==> config.mk <==
export PLATFORM = sky130hd
export DESIGN_NAME = gspi_gamma_bank
export DESIGN_NICKNAME = d
export VERILOG_FILES = /design/src/rtl/gspi_pkg.sv /design/src/rtl/gspi_sync.sv /design/src/rtl/gspi_frame_rx.sv /design/src/rtl/gspi_chan_bank.sv /design/src/rtl/gspi_gamma_bank.sv
export SDC_FILE = /design/constraint.sdc
export NUM_CORES = 1
export LEC_CHECK = 0
export BUFFER_PORTS_ARGS = -buffer_cell sky130_fd_sc_hd__buf_2
export CORE_MARGIN = 10
export CORE_UTILIZATION = 48
export DETAILED_ROUTE_END_ITERATION = 8
export GPL_ROUTABILITY_DRIVEN = 1
export PLACE_DENSITY_LB_ADDON = 0.08
export RECOVER_POWER = 25
export SLEW_MARGIN = 20
export SYNTH_ARGS = -nofsm -noshare
export SYNTH_HDL_FRONTEND = slang
export SYNTH_HIERARCHICAL = 1
export SYNTH_SLANG_ARGS = --single-unit
export TNS_END_PERCENT = 1
==> constraint.sdc <==
create_clock -name clk_i -period 3.85 [get_ports clk_i]
set_input_delay 0.9625 -clock clk_i [delete_from_list [all_inputs] [get_ports clk_i]]
set_output_delay 0.9625 -clock clk_i [all_outputs]
set_load 0.01 [all_outputs]
==> src/rtl/gspi_pkg.sv <==
package gspi_pkg;
  localparam int CTRL_W   = 2;
  localparam int ADDR_W   = 4;
  localparam int CODE_W   = 10;
  localparam int FRAME_W  = CTRL_W + ADDR_W + CODE_W;
  localparam int MODE_BIT = CODE_W + ADDR_W;

  typedef struct packed {
    logic [CTRL_W-1:0] ctrl;
    logic [ADDR_W-1:0] addr;
    logic [CODE_W-1:0] code;
  } frame_t;
endpackage

==> src/rtl/gspi_sync.sv <==
module gspi_sync #(
  parameter int W      = 3,
  parameter int STAGES = 2
) (
  input  logic         clk_i,
  input  logic         rst_ni,
  input  logic [W-1:0] d_i,
  output logic [W-1:0] q_o
);
  logic [STAGES-1:0][W-1:0] pipe_q;

  always_ff @(posedge clk_i or negedge rst_ni) begin
    if (!rst_ni) pipe_q[0] <= '0;
    else         pipe_q[0] <= d_i;
  end

  for (genvar s = 1; s < STAGES; s++) begin : g_stage
    always_ff @(posedge clk_i or negedge rst_ni) begin
      if (!rst_ni) pipe_q[s] <= '0;
      else         pipe_q[s] <= pipe_q[s-1];
    end
  end

  assign q_o = pipe_q[STAGES-1];
endmodule

==> src/rtl/gspi_frame_rx.sv <==
module gspi_frame_rx
  import gspi_pkg::*;
(
  input  logic   clk_i,
  input  logic   rst_ni,
  input  logic   sclk_i,
  input  logic   sdi_i,
  input  logic   en_i,
  output logic   sdo_o,
  output logic   commit_o,
  output frame_t frame_o
);
  localparam int CNT_MAX = FRAME_W + 1;
  localparam int CNT_W   = $clog2(CNT_MAX + 1);

  logic               sclk_q, en_q;
  logic [FRAME_W-1:0] shreg_q;
  logic [CNT_W-1:0]   cnt_q;
  logic               rise, en_fall;

  assign rise    = sclk_i & ~sclk_q;
  assign en_fall = en_q & ~en_i;

  always_ff @(posedge clk_i or negedge rst_ni) begin
    if (!rst_ni) begin
      sclk_q   <= 1'b0;
      en_q     <= 1'b0;
      shreg_q  <= '0;
      cnt_q    <= '0;
      commit_o <= 1'b0;
      frame_o  <= '0;
    end else begin
      sclk_q   <= sclk_i;
      en_q     <= en_i;
      if (rise && en_i) shreg_q <= {shreg_q[FRAME_W-2:0], sdi_i};
      if (!en_i)                               cnt_q <= '0;
      else if (rise && cnt_q != CNT_W'(CNT_MAX)) cnt_q <= cnt_q + 1'b1;
      // length judged on the count held before the enable dropped
      commit_o <= en_fall && (cnt_q == CNT_W'(FRAME_W));
      if (en_fall) frame_o <= frame_t'(shreg_q);
    end
  end

  assign sdo_o = shreg_q[FRAME_W-1];

  p_sdo_shift_r7: assert property (@(posedge clk_i) disable iff (!rst_ni)
    (rise && en_i) |=> (sdo_o == $past(shreg_q[FRAME_W-2])));

  p_idle_hold_r8: assert property (@(posedge clk_i) disable iff (!rst_ni)
    (!en_i) |=> $stable(shreg_q));

  p_commit_on_fall_r2: assert property (@(posedge clk_i) disable iff (!rst_ni)
    commit_o |-> ($past(en_q) && !$past(en_i)));
endmodule

==> src/rtl/gspi_chan_bank.sv <==
module gspi_chan_bank
  import gspi_pkg::*;
#(
  parameter int NUM_CH = 12
) (
  input  logic                          clk_i,
  input  logic                          rst_ni,
  input  logic                          commit_i,
  input  frame_t                        frame_i,
  output logic [NUM_CH-1:0][CODE_W-1:0] codes_o,
  output logic                          ext_sel_o
);
  logic [NUM_CH-1:0] wr_en;

  for (genvar i = 0; i < NUM_CH; i++) begin : g_ch
    assign wr_en[i] = commit_i && (frame_i.addr == ADDR_W'(i));
    always_ff @(posedge clk_i or negedge rst_ni) begin
      if (!rst_ni)       codes_o[i] <= '0;
      else if (wr_en[i]) codes_o[i] <= frame_i.code;
    end
  end

  // ctrl[0] is word bit MODE_BIT
  always_ff @(posedge clk_i or negedge rst_ni) begin
    if (!rst_ni)       ext_sel_o <= 1'b0;
    else if (commit_i) ext_sel_o <= frame_i.ctrl[0];
  end

  p_single_write_r9: assert property (@(posedge clk_i) disable iff (!rst_ni)
    $onehot0(wr_en));

  p_write_lands_r2: assert property (@(posedge clk_i) disable iff (!rst_ni)
    (commit_i && frame_i.addr < ADDR_W'(NUM_CH))
      |=> (codes_o[$past(frame_i.addr)] == $past(frame_i.code)));

  p_bad_addr_r4: assert property (@(posedge clk_i) disable iff (!rst_ni)
    (commit_i && frame_i.addr >= ADDR_W'(NUM_CH)) |=> $stable(codes_o));

  p_no_commit_hold_r3: assert property (@(posedge clk_i) disable iff (!rst_ni)
    (!commit_i) |=> ($stable(codes_o) && $stable(ext_sel_o)));

  p_mode_follow_r5: assert property (@(posedge clk_i) disable iff (!rst_ni)
    commit_i |=> (ext_sel_o == $past(frame_i.ctrl[0])));
endmodule

==> src/rtl/gspi_gamma_bank.sv <==
module gspi_gamma_bank
  import gspi_pkg::*;
#(
  parameter int NUM_CH      = 12,
  parameter int SYNC_STAGES = 2
) (
  input  logic                     clk_i,
  input  logic                     rst_ni,
  input  logic                     sclk_i,
  input  logic                     sdi_i,
  input  logic                     en_i,
  output logic                     sdo_o,
  output logic                     ext_clk_sel_o,
  output logic [NUM_CH*CODE_W-1:0] chan_code_o
);
  logic [2:0]                    sync_s;
  logic                          commit;
  frame_t                        frame;
  logic [NUM_CH-1:0][CODE_W-1:0] codes;

  gspi_sync #(.W(3), .STAGES(SYNC_STAGES)) u_sync (
    .clk_i (clk_i),
    .rst_ni(rst_ni),
    .d_i   ({en_i, sdi_i, sclk_i}),
    .q_o   (sync_s)
  );

  gspi_frame_rx u_rx (
    .clk_i   (clk_i),
    .rst_ni  (rst_ni),
    .sclk_i  (sync_s[0]),
    .sdi_i   (sync_s[1]),
    .en_i    (sync_s[2]),
    .sdo_o   (sdo_o),
    .commit_o(commit),
    .frame_o (frame)
  );

  gspi_chan_bank #(.NUM_CH(NUM_CH)) u_bank (
    .clk_i    (clk_i),
    .rst_ni   (rst_ni),
    .commit_i (commit),
    .frame_i  (frame),
    .codes_o  (codes),
    .ext_sel_o(ext_clk_sel_o)
  );

  assign chan_code_o = codes;

  p_reset_state_r6: assert property (@(posedge clk_i)
    (!rst_ni) |-> (chan_code_o == '0 && !ext_clk_sel_o && !sdo_o));
endmodule

==> flow_summary.json <==
{
  "dp_cells": 673,
  "hold_path_class": "flop to flop",
  "syn2layout_area_growth_pct": 21.1,
  "finalSetupViolations": 0,
  "vias_per_cell": 5.08,
  "num_io_pins": 127,
  "path_buf_inv": 1,
  "multi_input_area_um2": 2130,
  "layout-drive-gt1-share_pct": 59.7,
  "die_h_um": 136,
  "timing.rr.start": "u_sync/q_o[2]$_DFF_PN0_",
  "htree_levels": 4,
  "postLayoutCellArea_um2": 7840,
  "worstPathCellList": "buf_2",
  "num-fill-cells": 1105,
  "min_path_cells": 0,
  "p_switching_uw": 946,
  "path_class": "flop to output port",
  "grt_antenna_before_repair": 0,
  "period_share_pct": 50.2,
  "avgSynthCellArea_um2": 16.6,
  "end_kind": "output port",
  "cts_tree": "built",
  "p_int_uw": 3150,
  "r2r-end": "u_rx/frame_o[0]$_DFFE_PN0P_",
  "cts.repair.resized": 0,
  "cpPeakStageDelay_ns": 0.41,
  "cts-root-buf": "clkbuf_16",
  "critPathLaunchType": "flop",
  "ant_nets": 0,
  "dp_hpwl_mm": 9.71,
  "die_width_um": 136,
  "cts_setup_buffers": 0,
  "arrival_ns": 0.97,
  "grt_usage_pct": 15.7,
  "cap_violations": 0,
  "hold_viol_final": 0,
  "status": "finished, final reports clean",
  "leakagePower_uw": 0.00442,
  "r2r_cells": 2,
  "dieArea_um2": 18500,
  "yosysWarnings": 6,
  "slowest_stage": "dfrtp_1",
  "synthesis.nets": 397,
  "seqPwrFrac_pct": 50.7,
  "fin_skew_ns": 0.00677,
  "final_nets": 524,
  "grt_pass1_wl_mm": 22.3,
  "combPwrFrac_pct": 4.2,
  "clk_path_buf_depth": 2,
  "first_global_vias": 3888,
  "port_buffers": 126,
  "netlist_instances": 389,
  "start_util_pct": 48.9,
  "relSlewSlack_pct": 33.9,
  "numClockSinks": 166,
  "drv_slew": 0,
  "worstMarginPinSlew_ns": 0.992,
  "worstPathMaxFanout": 2,
  "p_sw_share_pct": 23.1,
  "route.vias.total": 3584,
  "routedWlPerCell_um": 20.0,
  "globalplace.congestion": 0.732,
  "clk_pin_slew_worst_paths_ns": 0.06,
  "hold_start": "u_sync/pipe_q[0]$_DFF_PN0_",
  "min_period_ns": 1.93,
  "fin_util_pct": 59.2,
  "cpLargestDelayFamily": "flip-flops",
  "firstDrtPassIters": 4,
  "antennaDiodeCount": 0,
  "tns_ns": 0,
  "drc": 0,
  "core_um2": 13200,
  "drt_iter0_drc": 155,
  "netlist_area_um2": 6480,
  "dpl_cell_area_um2": 7220,
  "overflow": 0,
  "r2r_setup_slack_ns": 1.93,
  "ctsHoldBuffers": 0,
  "rows": 42,
  "holdPathEnd": "u_sync/q_o[0]$_DFF_PN0_",
  "clock_latency_ns": 0.41,
  "stdcell_count": 705,
  "ir_worst_vdd_mv": 0.354,
  "grt_max_degree": 93,
  "rsz0062_at_grt": "false",
  "p_per_area_nw_per_um2": 522,
  "cp_data_required_time_ns": 2.89,
  "wl_mm": 14.1,
  "pwr-share-clk_pct": 45.1,
  "seq_area_um2": 4150,
  "fmax_ghz": 0.517,
  "cts_made_buffers": 17,
  "finalPower_uw": 4100
}
-- final cells by class --
cell class / count / share of cell area, %
multi-input cells: 198 / 27.2
clock buffers: 23 / 6.22
inverters: 3 / 0.144
repair buffers: 130 / 8.50
flip-flops and latches: 166 / 53.0
clock inverters: 9 / 2.17
well taps: 176 / 2.81
-- power groups by stage --
stage	Sequential, uW	Combinational [uW]	Clock (uW)
4_1_cts	2080	186	1890
2_1_floorplan	1910	215	0
6_report	2080	171	1850
3_5_place_dp	2110	185	0
5_1_grt	2100	190	1960
3_3_place_gp	2110	179	0
-- layout by cell type (no fill, tap or decap), drive strengths merged, types with 2 or more instances in the layout --
cell type / instances
inv: 3
clkinv: 4
nand2: 12
dfrtp: 166
nand3b: 3
mux2: 152
nand4: 2
bufinv: 5
ha: 3
nand2b: 7
buf: 130
clkbuf: 23
mux2i: 4
nor2: 7
-- sequential cells by signal, indices dropped and copies added, names as in the netlist --
signal / count
u_rx/frame_o: 15
u_sync/q_o: 3
u_rx/shreg_q: 16
u_bank/ext_sel_o: 1
u_sync/pipe_q: 3
u_rx/en_q: 1
u_bank/codes_o: 120
u_rx/cnt_q: 5
u_rx/commit_o: 1
u_rx/sclk_q: 1
-- worst max-delay path by stage --
stage,from,endpoint,cells past startpoint
after floorplan,u_rx/frame_o[12]$_DFFE_PN0P_,u_bank/codes_o[100]$_DFFE_PN0P_,3
after global placement,rst_ni,u_bank/codes_o[63]$_DFFE_PN0P_,2
after detailed placement,rst_ni,u_bank/codes_o[50]$_DFFE_PN0P_,2
after CTS,u_bank/codes_o[49]$_DFFE_PN0P_,chan_code_o[49],1
after global routing,u_sync/q_o[2]$_DFF_PN0_,u_rx/frame_o[9]$_DFFE_PN0P_,2
final,u_bank/codes_o[49]$_DFFE_PN0P_,chan_code_o[49],1
-- stage by stage --
stage / setup WS, ns / hold WS (ns)
3_5_place_dp: 1.89 / 0.336
4_1_cts: 1.89 / 0.350
6_report: 1.92 / 0.346
3_3_place_gp: 1.89 / 0.336
5_1_grt: 1.80 / 0.353
2_1_floorplan: 2.36 / 0.331
-- layer usage --
metal	GRT usage, %	up-vias	share of wire, %
met3	4.76	12	5.9
met1	19.8	1870	44
met4	5.15	0	1.1
li1	-	1619	-
met2	25.5	83	49
met5	0	-	0
Note: power is estimated with default switching activity, not from simulation.
